## src/rtl/wsel_pkg.sv

```systemverilog
package wsel_pkg;

  typedef enum logic [1:0] {
    KIND_PART   = 2'd0,
    KIND_FULL   = 2'd1,
    KIND_INJECT = 2'd2
  } wrKind_e;

  typedef enum logic [1:0] {
    CLS_STATUS = 2'd0,
    CLS_COMPL  = 2'd1,
    CLS_PARAM  = 2'd2,
    CLS_OUTPUT = 2'd3
  } reqClass_e;

  // Packed MSB first: statusMode lands at [1:0], outMode at [6].
  typedef struct packed {
    logic       outMode;
    logic [1:0] parmMode;
    logic [1:0] complMode;
    logic [1:0] statusMode;
  } wrPolicy_t;

  localparam int POLICY_W = $bits(wrPolicy_t);

  // Strobes from control to datapath.
  typedef struct packed {
    logic load;  // capture a new request
    logic step;  // current piece accepted, move on
  } dpStrobe_t;

endpackage

```

## src/rtl/wsel_cfg.sv

```systemverilog
module wsel_cfg
  import wsel_pkg::*;
(
  input  logic                clk,
  input  logic                rstN,
  input  logic                cfgWrEn,
  input  logic [POLICY_W-1:0] cfgWrData,
  output wrPolicy_t           policy
);

  always_ff @(posedge clk) begin
    if (!rstN)        policy <= '0;
    else if (cfgWrEn) policy <= wrPolicy_t'(cfgWrData);
  end

endmodule

```

## src/rtl/wsel_ctrl.sv

```systemverilog
module wsel_ctrl
  import wsel_pkg::*;
(
  input  logic      clk,
  input  logic      rstN,
  input  logic      reqValid,
  input  logic      txnReady,
  input  logic      lastPiece,
  output logic      reqReady,
  output logic      txnValid,
  output dpStrobe_t strb
);

  typedef enum logic {ST_IDLE = 1'b0, ST_BUSY = 1'b1} ctrlState_e;
  ctrlState_e state, stateNext;

  always_comb begin
    reqReady  = (state == ST_IDLE);
    txnValid  = (state == ST_BUSY);
    strb.load = reqReady && reqValid;
    strb.step = txnValid && txnReady;
    stateNext = state;
    unique case (state)
      ST_IDLE: if (reqValid) stateNext = ST_BUSY;
      ST_BUSY: if (txnReady && lastPiece) stateNext = ST_IDLE;
      default: stateNext = ST_IDLE;
    endcase
  end

  always_ff @(posedge clk) begin
    if (!rstN) state <= ST_IDLE;
    else       state <= stateNext;
  end

  // An offered transaction is not withdrawn before it is taken.
  assert_valid_held_R10: assert property (@(posedge clk) disable iff (!rstN)
    txnValid && !txnReady |=> txnValid);

  // An accepted request produces a transaction in the next cycle.
  assert_accept_issues_R10: assert property (@(posedge clk) disable iff (!rstN)
    reqValid && reqReady |=> txnValid && !reqReady);

  // A request that is not finished keeps the input closed.
  assert_closed_midreq_R10: assert property (@(posedge clk) disable iff (!rstN)
    txnValid && txnReady && !lastPiece |=> !reqReady);

endmodule

```

## src/rtl/wsel_dp.sv

```systemverilog
module wsel_dp
  import wsel_pkg::*;
#(
  parameter int ADDR_W     = 32,
  parameter int LEN_W      = 12,
  parameter int LINE_BYTES = 128,
  localparam int OFF_W     = $clog2(LINE_BYTES),
  localparam int CNT_W     = OFF_W + 1
)(
  input  logic              clk,
  input  logic              rstN,
  input  dpStrobe_t         strb,
  input  logic              txnValid,
  input  wrPolicy_t         policy,
  input  logic [ADDR_W-1:0] reqAddr,
  input  logic [LEN_W-1:0]  reqLen,
  input  logic [1:0]        reqClass,
  output logic [ADDR_W-1:0] txnAddr,
  output logic [CNT_W-1:0]  txnBytes,
  output logic [1:0]        txnKind,
  output logic              txnPad,
  output logic              txnRep,
  output logic              lastPiece
);

  localparam logic [CNT_W-1:0] LINE_CNT = CNT_W'(LINE_BYTES);

  logic [ADDR_W-1:0] curAddr;
  logic [LEN_W-1:0]  remLen;
  reqClass_e         curCls;
  wrPolicy_t         curPol;

  logic [OFF_W-1:0]  lineOff;
  logic [CNT_W-1:0]  roomLeft;
  logic [CNT_W-1:0]  pieceLen;
  logic              alignedStart;
  logic              wholeLine;
  logic              endsAtEdge;
  wrKind_e           kind;
  logic              rep;

  // Request state: loaded on accept, advanced one piece per handshake.
  always_ff @(posedge clk) begin
    if (!rstN) begin
      curAddr <= '0;
      remLen  <= '0;
      curCls  <= CLS_STATUS;
      curPol  <= '0;
    end else if (strb.load) begin
      curAddr <= reqAddr;
      remLen  <= reqLen;
      curCls  <= reqClass_e'(reqClass);
      curPol  <= policy;
    end else if (strb.step) begin
      curAddr <= curAddr + ADDR_W'(pieceLen);
      remLen  <= remLen - LEN_W'(pieceLen);
    end
  end

  // Piece geometry within the current line.
  always_comb begin
    lineOff      = curAddr[OFF_W-1:0];
    roomLeft     = LINE_CNT - CNT_W'(lineOff);
    lastPiece    = (remLen <= LEN_W'(roomLeft));
    pieceLen     = lastPiece ? CNT_W'(remLen) : roomLeft;
    alignedStart = (lineOff == '0);
    wholeLine    = alignedStart && (pieceLen == LINE_CNT);
    endsAtEdge   = (pieceLen == roomLeft);
  end

  // Policy decode per class.
  always_comb begin
    kind = KIND_PART;
    rep  = 1'b0;
    unique case (curCls)
      CLS_STATUS: begin
        unique case (curPol.statusMode)
          2'd1:    kind = endsAtEdge ? KIND_INJECT : KIND_PART;
          2'd2:    kind = endsAtEdge ? KIND_FULL   : KIND_PART;
          default: kind = KIND_PART;              // 0 and reserved 3
        endcase
      end
      CLS_COMPL: begin
        unique case (curPol.complMode)
          2'd1:    begin kind = KIND_INJECT; rep = 1'b1; end
          2'd2:    begin kind = KIND_FULL;   rep = 1'b1; end
          default: kind = KIND_PART;              // 0 and reserved 3
        endcase
      end
      CLS_PARAM: begin
        unique case (curPol.parmMode)
          2'd0: kind = wholeLine    ? KIND_FULL   : KIND_PART;
          2'd1: kind = alignedStart ? KIND_FULL   : KIND_PART;
          2'd2: kind = wholeLine    ? KIND_INJECT : KIND_PART;
          2'd3: kind = alignedStart ? KIND_INJECT : KIND_PART;
          default: kind = KIND_PART;
        endcase
      end
      CLS_OUTPUT: begin
        if (curPol.outMode) kind = wholeLine ? KIND_INJECT : KIND_PART;
        else                kind = wholeLine ? KIND_FULL   : KIND_PART;
      end
      default: kind = KIND_PART;
    endcase
  end

  // Transaction fields.
  always_comb begin
    txnKind = kind;
    txnRep  = rep;
    if (kind == KIND_PART) begin
      txnAddr  = curAddr;
      txnBytes = pieceLen;
      txnPad   = 1'b0;
    end else begin
      txnAddr  = {curAddr[ADDR_W-1:OFF_W], OFF_W'(0)};
      txnBytes = LINE_CNT;
      txnPad   = !rep && (pieceLen != LINE_CNT);
    end
  end

  // Line transactions sit on a line base and span the line.
  assert_line_shape_R8: assert property (@(posedge clk) disable iff (!rstN)
    txnValid && (txnKind != KIND_PART) |->
      (txnAddr[OFF_W-1:0] == '0) && (txnBytes == LINE_CNT));

  // A partial piece is non-empty and stays inside one line.
  assert_part_in_line_R2: assert property (@(posedge clk) disable iff (!rstN)
    txnValid && (txnKind == KIND_PART) |->
      (txnBytes != '0) && ((CNT_W+1)'(txnAddr[OFF_W-1:0]) + (CNT_W+1)'(txnBytes)
                           <= (CNT_W+1)'(LINE_BYTES)));

  // After a non-final piece the next one starts on a line boundary.
  assert_next_aligned_R2: assert property (@(posedge clk) disable iff (!rstN)
    strb.step && !lastPiece |=> (curAddr[OFF_W-1:0] == '0) && txnValid);

  // Padding and replication never both apply.
  assert_pad_rep_excl_R8: assert property (@(posedge clk) disable iff (!rstN)
    txnValid |-> !(txnPad && txnRep));

  // Replication only appears on completion-class requests.
  assert_rep_class_R4: assert property (@(posedge clk) disable iff (!rstN)
    txnValid && txnRep |-> (curCls == CLS_COMPL));

endmodule

```

## src/rtl/dma_wr_kind_sel.sv

```systemverilog
module dma_wr_kind_sel
  import wsel_pkg::*;
#(
  parameter int ADDR_W     = 32,
  parameter int LEN_W      = 12,
  parameter int LINE_BYTES = 128,
  localparam int CNT_W     = $clog2(LINE_BYTES) + 1
)(
  input  logic                clk,
  input  logic                rstN,
  input  logic                cfgWrEn,
  input  logic [POLICY_W-1:0] cfgWrData,
  input  logic                reqValid,
  output logic                reqReady,
  input  logic [ADDR_W-1:0]   reqAddr,
  input  logic [LEN_W-1:0]    reqLen,
  input  logic [1:0]          reqClass,
  output logic                txnValid,
  input  logic                txnReady,
  output logic [ADDR_W-1:0]   txnAddr,
  output logic [CNT_W-1:0]    txnBytes,
  output logic [1:0]          txnKind,
  output logic                txnPad,
  output logic                txnRep
);

  wrPolicy_t policy;
  dpStrobe_t strb;
  logic      lastPiece;

  wsel_cfg uCfg (
    .clk       (clk),
    .rstN      (rstN),
    .cfgWrEn   (cfgWrEn),
    .cfgWrData (cfgWrData),
    .policy    (policy)
  );

  wsel_ctrl uCtrl (
    .clk       (clk),
    .rstN      (rstN),
    .reqValid  (reqValid),
    .txnReady  (txnReady),
    .lastPiece (lastPiece),
    .reqReady  (reqReady),
    .txnValid  (txnValid),
    .strb      (strb)
  );

  wsel_dp #(
    .ADDR_W     (ADDR_W),
    .LEN_W      (LEN_W),
    .LINE_BYTES (LINE_BYTES)
  ) uDp (
    .clk       (clk),
    .rstN      (rstN),
    .strb      (strb),
    .txnValid  (txnValid),
    .policy    (policy),
    .reqAddr   (reqAddr),
    .reqLen    (reqLen),
    .reqClass  (reqClass),
    .txnAddr   (txnAddr),
    .txnBytes  (txnBytes),
    .txnKind   (txnKind),
    .txnPad    (txnPad),
    .txnRep    (txnRep),
    .lastPiece (lastPiece)
  );

  // A stalled transaction keeps every field.
  assert_hold_stable_R10: assert property (@(posedge clk) disable iff (!rstN)
    txnValid && !txnReady |=> $stable(txnAddr) && $stable(txnBytes)
                              && $stable(txnKind) && $stable(txnPad) && $stable(txnRep));

endmodule

```

## config.mk

```make
export PLATFORM = sky130hd
export DESIGN_NAME = dma_wr_kind_sel
export DESIGN_NICKNAME = d
export VERILOG_FILES = /design/src/rtl/wsel_pkg.sv /design/src/rtl/wsel_cfg.sv /design/src/rtl/wsel_ctrl.sv /design/src/rtl/wsel_dp.sv /design/src/rtl/dma_wr_kind_sel.sv
export SDC_FILE = /design/constraint.sdc
export NUM_CORES = 1
export LEC_CHECK = 0
export CORE_MARGIN = 2
export CORE_UTILIZATION = 45
export DETAILED_ROUTE_END_ITERATION = 10
export GPL_TIMING_DRIVEN = 0
export PLACE_DENSITY_LB_ADDON = 0.12
export SYNTH_ARGS = -nofsm -noshare
export SYNTH_HDL_FRONTEND = slang
export SYNTH_SLANG_ARGS = --single-unit
```

## constraint.sdc

```tcl
create_clock -name clk -period 11.6 [get_ports clk]
set_input_delay 2.32 -clock clk [delete_from_list [all_inputs] [get_ports clk]]
set_output_delay 2.32 -clock clk [all_outputs]
set_load 0.1 [all_outputs]
```

==> reports/qor.csv, run 1 <==
metric,value,unit
p_leak,2.205,nW
slew_viol_final,0,
synth.distinct_cells,54,
multi_input_area,2763,sq um
vias,4332,
setup_violations,0,
async_flop_share,0,%
crit_fanout,10,
worstMarginPinSlew,1.025,ns
min_to,uDp.curPol[0],
final_hold_viol_count,0,
rr_worst_depth,22,
ant_nets,0,
yosysWarnings,0,
status,finished clean,
maxCapViolCount,0,
die-area,10460,sq um
fmax,0.1117,GHz
vdd_ir_drop_max,122.8,uV
synth_top_area_share,28.09,%
totalPowerFinal,1.093,mW
overflow,0,
syn-num-nets,643,
ys_seq_area_share,28.09,%
synth-edff-count,0,
start_util,46.61,%
drt_iter0_drc,206,
clock_path_buffers,2,
syn_area,4348,sq um
clk_pin_slew,0.08,ns
reg2reg_slack,5.79,ns
port_buffers,102,
rsz0062_at_grt,no,
wl,12.66,mm
core-area,9328,sq um
reg2reg_to,uDp.curAddr[22],
nFillCells,867,
viasPerCell,5.415,
post-route-period-util,77.18,%
avgSynthCellArea,7.848,sq um
syn2layout_area_growth,31.77,%
cp.arrival,6.63,ns
setup_tns,0,ns
holdCritStartpoint,uCfg.policy[0],
crit_path_start,uDp.curAddr[0],
cts-resized-gates,0,
post_cts_buffers,0,
cts_root_buf,clkbuf_8,
first_pass_iters,5,
synth_cells,554,
utilization,61.42,%
ys_seq_elements,61,
grt_max_degree,11,
grt_pass1_vias,4176,
critical_path.max_stage_delay,1.15,ns
dieWidth,102.3,um
rows,35,
place.gp.congestion,0.9604,
postCtsHoldBufs,0,
synthTopCellsByCount,"a21oi_1, dfxtp_1, nand2_1",
cp.required,9.28,ns
seq_area,1221,sq um
cp-end-kind,output port,
numCtsBuffers,9,
fin_crit,8.953,ns
start_kind,register,
min_path_cells,2,
cts_tree,built,
wl_per_cell,15.82,um
track_usage,24.88,%
hp-class,reg2reg,
io_pins,104,
synth.most_common_cell,a21oi_1,
synth_top_cell_by_area,dfxtp_1,
synth_ff_type,dfxtp_1,
stdcell_count,800,
h-tree-depth,3,
skew,0.01002,ns
synth.area.top_cells,"dfxtp_1, ha_1, a21oi_1",
diodes,0,
fin_nets,756,
slowest_stage,clkdlybuf4s50_1,
dpl.hpwl,9.794,mm
cts_sinks,61,
antenna_found_initial,0,
reg2reg_from,uDp.curAddr[0],
p_per_area,190.8,nW/um^2
worstPathCellList,"inv_1, ha_1, nor3b_2, nand2_1, xnor2_1, ha_1, nand4_1, nor2_1, a211oi_1, nor3_4, o21ai_0, ha_1, or3_1, a2111oi_2, nand2_1, o32a_4, o221a_4, nor3_2, clkdlybuf4s50_1",
drc,0,
setup.worst_path.class,reg2out,
drive_gt1_share,7.899,%
dp.cells,785,
clock_latency,0.35,ns
die_h,102.3,um
grt_pass1_wl,20.38,mm
max_slew_margin,31.14,%
cp_common_cell,ha_1,
power by group:
group	leakage [nW]	internal, mW	switching (mW)
Clock	0.101	0.109	0.0893
Sequential	0.504	0.231	0.0303
Combinational	1.60	0.218	0.415
Total	2.20	0.558	0.535
cell usage in the layout, fill, tap and decap left out, types with 16 or more instances in the layout:
cell type        count
a21oi_1             65
buf_4               25
clkbuf_1            21
clkdlybuf4s50_1    102
dfxtp_1             61
ha_1                29
inv_1               25
nand2_1             48
nand3_1             16
nor2_1              45
nor3_1              16
o21ai_0             42
xnor2_1             22
xor2_1              24
layer usage:
layer | global-route usage (%) | wire [um]
met5 | 0 | 0
met4 | 7.897 | 182
met3 | 3.899 | 608
met2 | 41.40 | 5993
met1 | 33.15 | 5873
how the worst max path moves through the flow:
stage | endpoint | slack [ns] | cells past startpoint
6_report | txnPad | 2.65 | 19
5_1_grt | txnPad | 2.32 | 19
4_1_cts | txnPad | 2.69 | 19
3_5_place_dp | txnPad | 3.10 | 19
3_3_place_gp | txnPad | 3.14 | 19
2_1_floorplan | txnPad | 3.92 | 18
state kept, by name (all words and copies together), names as in the netlist:
signal / count
uDp.remLen: 12
uDp.curCls: 2
uCtrl.txnValid: 1
uDp.curAddr: 32
uCfg.policy: 7
uDp.curPol: 7
kinds of logic (layout without fill, tap and decap cells):
group	Yosys count	count (layout)	synth area share (%)
AO/OA/AOI/OAI	159	159	22.79
XOR/XNOR	46	46	9.266
adder cells (fa/ha/maj)	31	31	9.266
buffers and inverters	72	189	8.374
flip-flops	61	61	28.09
multiplexers	9	9	2.072
AND/OR/NAND/NOR	176	176	20.14
per-stage QoR:
stage / setup WS (ns) / instance area (sq um) / hold WS, ns
finish: 2.647 / 5729 / 0.4649
global route: 2.324 / 5729 / 0.4954
CTS: 2.690 / 5729 / 0.4682
detailed placement: 3.103 / 5530 / 0.4552
global placement: 3.141 / 5530 / 0.4421
floorplan: 3.920 / 4348 / 0.4312
worst max-delay path: cells and delay by family, from the launching register on:
kind,cells,cell delay [ns]
DFF,1,0.40
and+or+nand+nor,8,1.54
adders and majority gates,3,0.84
xor gates and xnor gates,1,0.29
buffers and inverters,2,1.28
AOI/OAI and AO/OA,5,1.92
area by class of cell:
| cell class | count | share of cell area, % |
|---|---|---|
| buffer | 47 | 4.717 |
| clock buffer | 11 | 2.642 |
| clock inverter | 4 | 0.8299 |
| inverter | 25 | 1.638 |
| multi-input combinational | 421 | 48.22 |
| sequential | 61 | 21.31 |
| tap | 129 | 2.817 |
| timing repair buffer | 102 | 17.82 |
(Power assumes the default switching activity.)
==> inputs of run 2 (changes only) <==
- clock period: 11.6 -> 7.4 ns (I/O delays scaled with it)
==> reports/qor.csv, run 2 (synthesis results as in run 1) <==
metric,value,unit,change
diodes,0,,unchanged
cts_sinks,61,,unchanged
multi_input_area,2789,sq um,+0.95%
viasPerCell,5.452,,+0.68%
crit_path_start,uDp.curAddr[0],,
maxCapViolCount,0,,unchanged
vdd_ir_drop_max,187.5,uV,+53%
setup.worst_path.class,reg2out,,
reg2reg_slack,1.63,ns,-4.16 ns
final_common_cell,clkdlybuf4s50_1,,
place.gp.congestion,0.9604,,unchanged
fin_crit,7.119,ns,
h-tree-depth,3,,unchanged
clk_pin_slew,0.08,ns,about the same
rows,35,,unchanged
met3_length,670,um,+10%
seq_area,1221,sq um,unchanged
overflow,0,,unchanged
cp.arrival,5.64,ns,-0.99 ns
wirelength_met1,5.889,mm,+0.27%
cts_root_buf,clkbuf_8,,
dr_wl_met2,6.024,mm,+0.52%
cp.required,5.92,ns,-3.36 ns
track_usage,24.95,%,+0.071 points
start_util,46.61,%,unchanged
fmax,0.1405,GHz,
nFillCells,873,,+0.69%
setup_slack,0.2814,ns,-2.366 ns
p_leak,2.239,nW,+1.5%
port_buffers,102,,unchanged
slew_viol_final,0,,unchanged
reg2reg_from,uDp.curAddr[0],,
status,finished clean,,
numCtsBuffers,9,,unchanged
start_kind,register,,
rr_worst_depth,22,,unchanged
wl_per_cell,15.91,um,+0.53%
io_pins,104,,unchanged
crit_fanout,9,,-1
die-area,10460,sq um,unchanged
ant_nets,0,,unchanged
drive_gt1_share,11.28,%,+3.4 points
final_hold_viol_count,0,,unchanged
routed.top_layer,met4,,
dpl_worst_slack,-0.2575,ns,-3.360 ns
largest_reg_flops,32,,unchanged
wl,12.77,mm,+0.91%
p_per_area,299.2,nW/um^2,+57%
max_slew_margin,31.03,%,-0.11 points
critical_path.max_stage_delay,0.47,ns,-0.68 ns
worstPathCellList,"inv_1, ha_1, nor3b_4, nand2_1, xnor2_1, ha_1, nand4_1, nor2_1, a21oi_2, nor3_4, o21ai_0, ha_1, or3_1, a2111oi_2, nand2_1, o32a_4, o221ai_4, nor2_1, clkdlybuf4s15_2",,
postCtsHoldBufs,0,,unchanged
cts_tree,built,,
vias,4378,,+1.1%
hp-class,reg2reg,,
dpl.hpwl,9.794,mm,unchanged
fin_nets,759,,+0.40%
dieWidth,102.3,um,unchanged
syn2layout_area_growth,31.57,%,
slowest_stage,clkdlybuf4s15_2,,
reg2reg_to,uDp.curAddr[22],,
post-route-period-util,96.20,%,
clock_path_buffers,2,,unchanged
cp-end-kind,output port,,
first_pass_iters,5,,unchanged
cp_common_cell,ha_1,,
worstMarginPinSlew,1.027,ns,+0.001619 ns
grt_max_degree,11,,unchanged
grt_pass1_wl,20.43,mm,+0.27%
grt_pass1_vias,4189,,+0.31%
clock_latency,0.35,ns,about the same
final_cell_mix,"clkdlybuf4s50_1, a21oi_1, dfxtp_1",,
setup_tns,0,ns,unchanged
largest-register,uDp.curAddr,,
antenna_found_initial,0,,unchanged
top_regs,"uDp.curAddr x32, uDp.remLen x12",,
drc,0,,unchanged
die_h,102.3,um,unchanged
drt_iter0_drc,216,,+4.9%
setup_violations,0,,unchanged
skew,0.01086,ns,+0.0008418 ns
crit_end,txnBytes[6],,
core-area,9328,sq um,unchanged
## run 2: changes by cell type in the layout (fill, tap and decap cells not counted), sizes merged
cell,before,now
buf,26,30
clkbuf,32,44
clkdlybuf4s15,0,4
clkdlybuf4s18,0,1
clkdlybuf4s50,102,84
## run 2: worst min-delay path by stage
stage                         from       endpoint  slack (ns)  cells after the start
floorplan           uCfg.policy[4]  uDp.curPol[4]        0.43                      2
global placement    uCfg.policy[2]  uDp.curPol[2]        0.44                      2
detailed placement  uCfg.policy[3]  uDp.curPol[3]        0.46                      2
CTS                 uCfg.policy[0]  uDp.curPol[0]        0.47                      2
global route        uCfg.policy[0]  uDp.curPol[0]        0.50                      2
finish              uCfg.policy[0]  uDp.curPol[0]        0.47                      2
## run 2: metrics by stage
stage / area, sq um / instances / hold WS, ns / power, mW / util [%]
floorplan: 4348 / 554 / 0.4312 / 1.174 / -
global placement: 5530 / 785 / 0.4421 / 1.379 / 59.29
detailed placement: 5530 / 785 / 0.4552 / 1.397 / 59.29
CTS: 5729 / 800 / 0.4682 / 1.695 / 61.42
global route: 5720 / 803 / 0.4954 / 1.802 / 61.33
finish: 5720 / 803 / 0.4672 / 1.711 / 61.33
## run 2: worst max-delay path, delay by kind of cell (launching register included)
family | cells | cell delay [ns]
buffers and inverters | 2 | 0.60
flip-flops | 1 | 0.40
XOR/XNOR | 1 | 0.18
adder cells (fa/ha/maj) | 3 | 0.91
AND/OR/NAND/NOR | 8 | 1.83
AO/OA/AOI/OAI | 5 | 1.34
## run 2: routing by layer
metal	GRT usage (%)	vias to the layer above
met5	0	-
met1	33.03	2045
li1	-	2181
met4	7.897	0
met3	3.899	17
met2	41.80	135
## run 2: layout make-up
type | count | area share, %
inverter | 25 | 1.640
buffer | 47 | 4.724
multi-input combinational | 421 | 48.75
clock buffer | 11 | 2.647
timing repair buffer | 105 | 17.24
sequential | 61 | 21.35
tap | 129 | 2.822
clock inverter | 4 | 0.8311
## run 2: repair_timing
item | 4_1_cts | 5_1_grt
pin swaps | 0 | 1
resized for setup | 33 | 31
setup endpoints to repair | 18 | 18
buffers inserted | 0 | 3
## run 2: where the power goes
part	internal [mW]	switching, mW
sequential	0.361	0.0484
combinational	0.333	0.657
clock	0.171	0.141
total	0.866	0.846
==> inputs of run 3 (changes only) <==
- GPL_TIMING_DRIVEN: 0 -> unset
- SKIP_CTS_REPAIR_TIMING: unset -> 1
==> reports/qor.csv, run 3 (synthesis results as in run 1) <==
metric,value,unit,change
final_common_cell,clkdlybuf4s50_1,,
slew_viol_final,0,,unchanged
largest_reg_flops,32,,unchanged
top_regs,"uDp.curAddr x32, uDp.remLen x12",,
worstMarginPinSlew,1.057,ns,+0.02989 ns
numCtsBuffers,9,,unchanged
skew,0.009431,ns,-0.001430 ns
status,finished clean,,
syn2layout_area_growth,26.99,%,
antenna_found_initial,0,,unchanged
fin_hold_ws,0.4542,ns,-0.01302 ns
seq_area,1221,sq um,unchanged
p_leak,2.135,nW,-4.6%
fin_nets,717,,-5.5%
largest-register,uDp.curAddr,,
setup_violations,0,,unchanged
hp-class,reg2reg,,
maxCapViolCount,0,,unchanged
start_kind,register,,
cp.required,5.92,ns,about the same
fmax,0.1434,GHz,+2.1%
cts_tree,built,,
grt_max_degree,64,,+53
setup.worst_path.class,reg2out,,
start_util,46.61,%,unchanged
dpl.hpwl,8.855,mm,-9.6%
clk_pin_slew,0.08,ns,about the same
wl,11.99,mm,-6.1%
crit_fanout,10,,+1
rows,35,,unchanged
h-tree-depth,3,,unchanged
drc,0,,unchanged
dr_wl_met2,5.554,mm,-7.8%
cp-end-kind,output port,,
core-area,9328,sq um,unchanged
final_cell_mix,"clkdlybuf4s50_1, a21oi_1, dfxtp_1",,
viasPerCell,5.379,,-1.3%
nFillCells,880,,+0.80%
place.gp.congestion,0.9486,,-1.2%
final_hold_viol_count,0,,unchanged
fin_area,5522,sq um,-3.5%
vdd_ir_drop_max,223.4,uV,+19%
drive_gt1_share,9.005,%,-2.3 points
drt_iter0_drc,208,,-3.7%
dieWidth,102.3,um,unchanged
met3_length,776,um,+16%
grt_pass1_wl,18.95,mm,-7.2%
cts_root_buf,clkbuf_8,,
dp.cells,741,,-5.6%
stdcell_count,762,,-5.1%
vias,4099,,-6.4%
port_buffers,103,,+0.98%
clock_latency,0.34,ns,about the same
wirelength_met1,5.402,mm,-8.3%
overflow,0,,unchanged
die-area,10460,sq um,unchanged
die_h,102.3,um,unchanged
wl_per_cell,15.74,um,-1.1%
setup_tns,0,ns,unchanged
cts_sinks,61,,unchanged
grt_pass1_vias,3817,,-8.9%
first_pass_iters,4,,-1
multi_input_area,2773,sq um,-0.58%
fin_crit,6.974,ns,-0.1441 ns
ant_nets,0,,unchanged
post-route-period-util,94.25,%,-1.9 points
routed.top_layer,met4,,
io_pins,104,,unchanged
utilization,59.20,%,-2.1 points
cp.arrival,5.49,ns,-0.15 ns
p_per_area,316.1,nW/um^2,+5.7%
place_area,5245,sq um,-5.2%
clock_path_buffers,2,,unchanged
max_slew_margin,29.02,%,-2.0 points
track_usage,23.26,%,-1.7 points
diodes,0,,unchanged
==> run 3: cell types whose count changed in the layout (fill, tap and decap cells not counted), sizes merged <==
cell and delta:
buf -5, bufinv +1, clkbuf -33, clkdlybuf4s15 -4, clkdlybuf4s18 -1, clkdlybuf4s50 +1, clkinv +1, clkinvlp -1
==> run 3: power by group <==
| part | total (mW) | internal [mW] | switching, mW |
|---|---|---|---|
| combinational | 0.983 | 0.330 | 0.653 |
| clock | 0.352 | 0.209 | 0.143 |
| sequential | 0.411 | 0.361 | 0.0493 |
==> run 3: worst paths after layout <==
check,startpoint,endpoint,slack (ns),cells past startpoint
worst min register to register,uCfg.policy[2],uDp.curPol[2],0.45,2
worst max-delay path,uDp.curAddr[0],txnPad,0.43,19
worst max register to register,uDp.curAddr[0],uDp.curAddr[22],1.47,21
worst min-delay path,uCfg.policy[2],uDp.curPol[2],0.45,2
==> run 3: cell type report <==
type / instances / area share (%)
Inverter: 25 / 1.700
Clock buffer: 11 / 2.742
Timing Repair Buffer: 110 / 18.81
Multi-Input combinational cell: 421 / 50.22
Sequential cell: 61 / 22.12
Tap cell: 129 / 2.923
Clock inverter: 5 / 1.496
==> run 3: per-layer routing <==
layer / GRT usage [%] / vias to the layer above
met5: 0 / -
met4: 9.436 / 0
met3: 4.583 / 19
met2: 36.79 / 132
met1: 31.19 / 1856
li1: - / 2092
==> run 3: critical path: stages (launching register included) <==
cell and delay (ns):
dfxtp_1 0.39, inv_1 0.13, ha_1 0.19, nor3b_2 0.40, nand2_1 0.13, xnor2_1 0.19, ha_1 0.33, nand4_1 0.14
nor2_1 0.21, a21oi_1 0.13, nor3_4 0.43, o21ai_0 0.22, ha_1 0.34, or3_1 0.36, a2111oi_2 0.29, nand2_1 0.11
o32a_4 0.43, o221a_4 0.27, nor3_2 0.15, buf_4 0.31
==> run 3: stage by stage <==
stage          power [mW]  worst slack [ns]
2_1_floorplan       1.174            0.5598
3_3_place_gp        1.350            0.8641
3_5_place_dp        1.369            0.6359
4_1_cts             1.726            0.2423
5_1_grt             1.847          -0.01523
6_report            1.746            0.4255
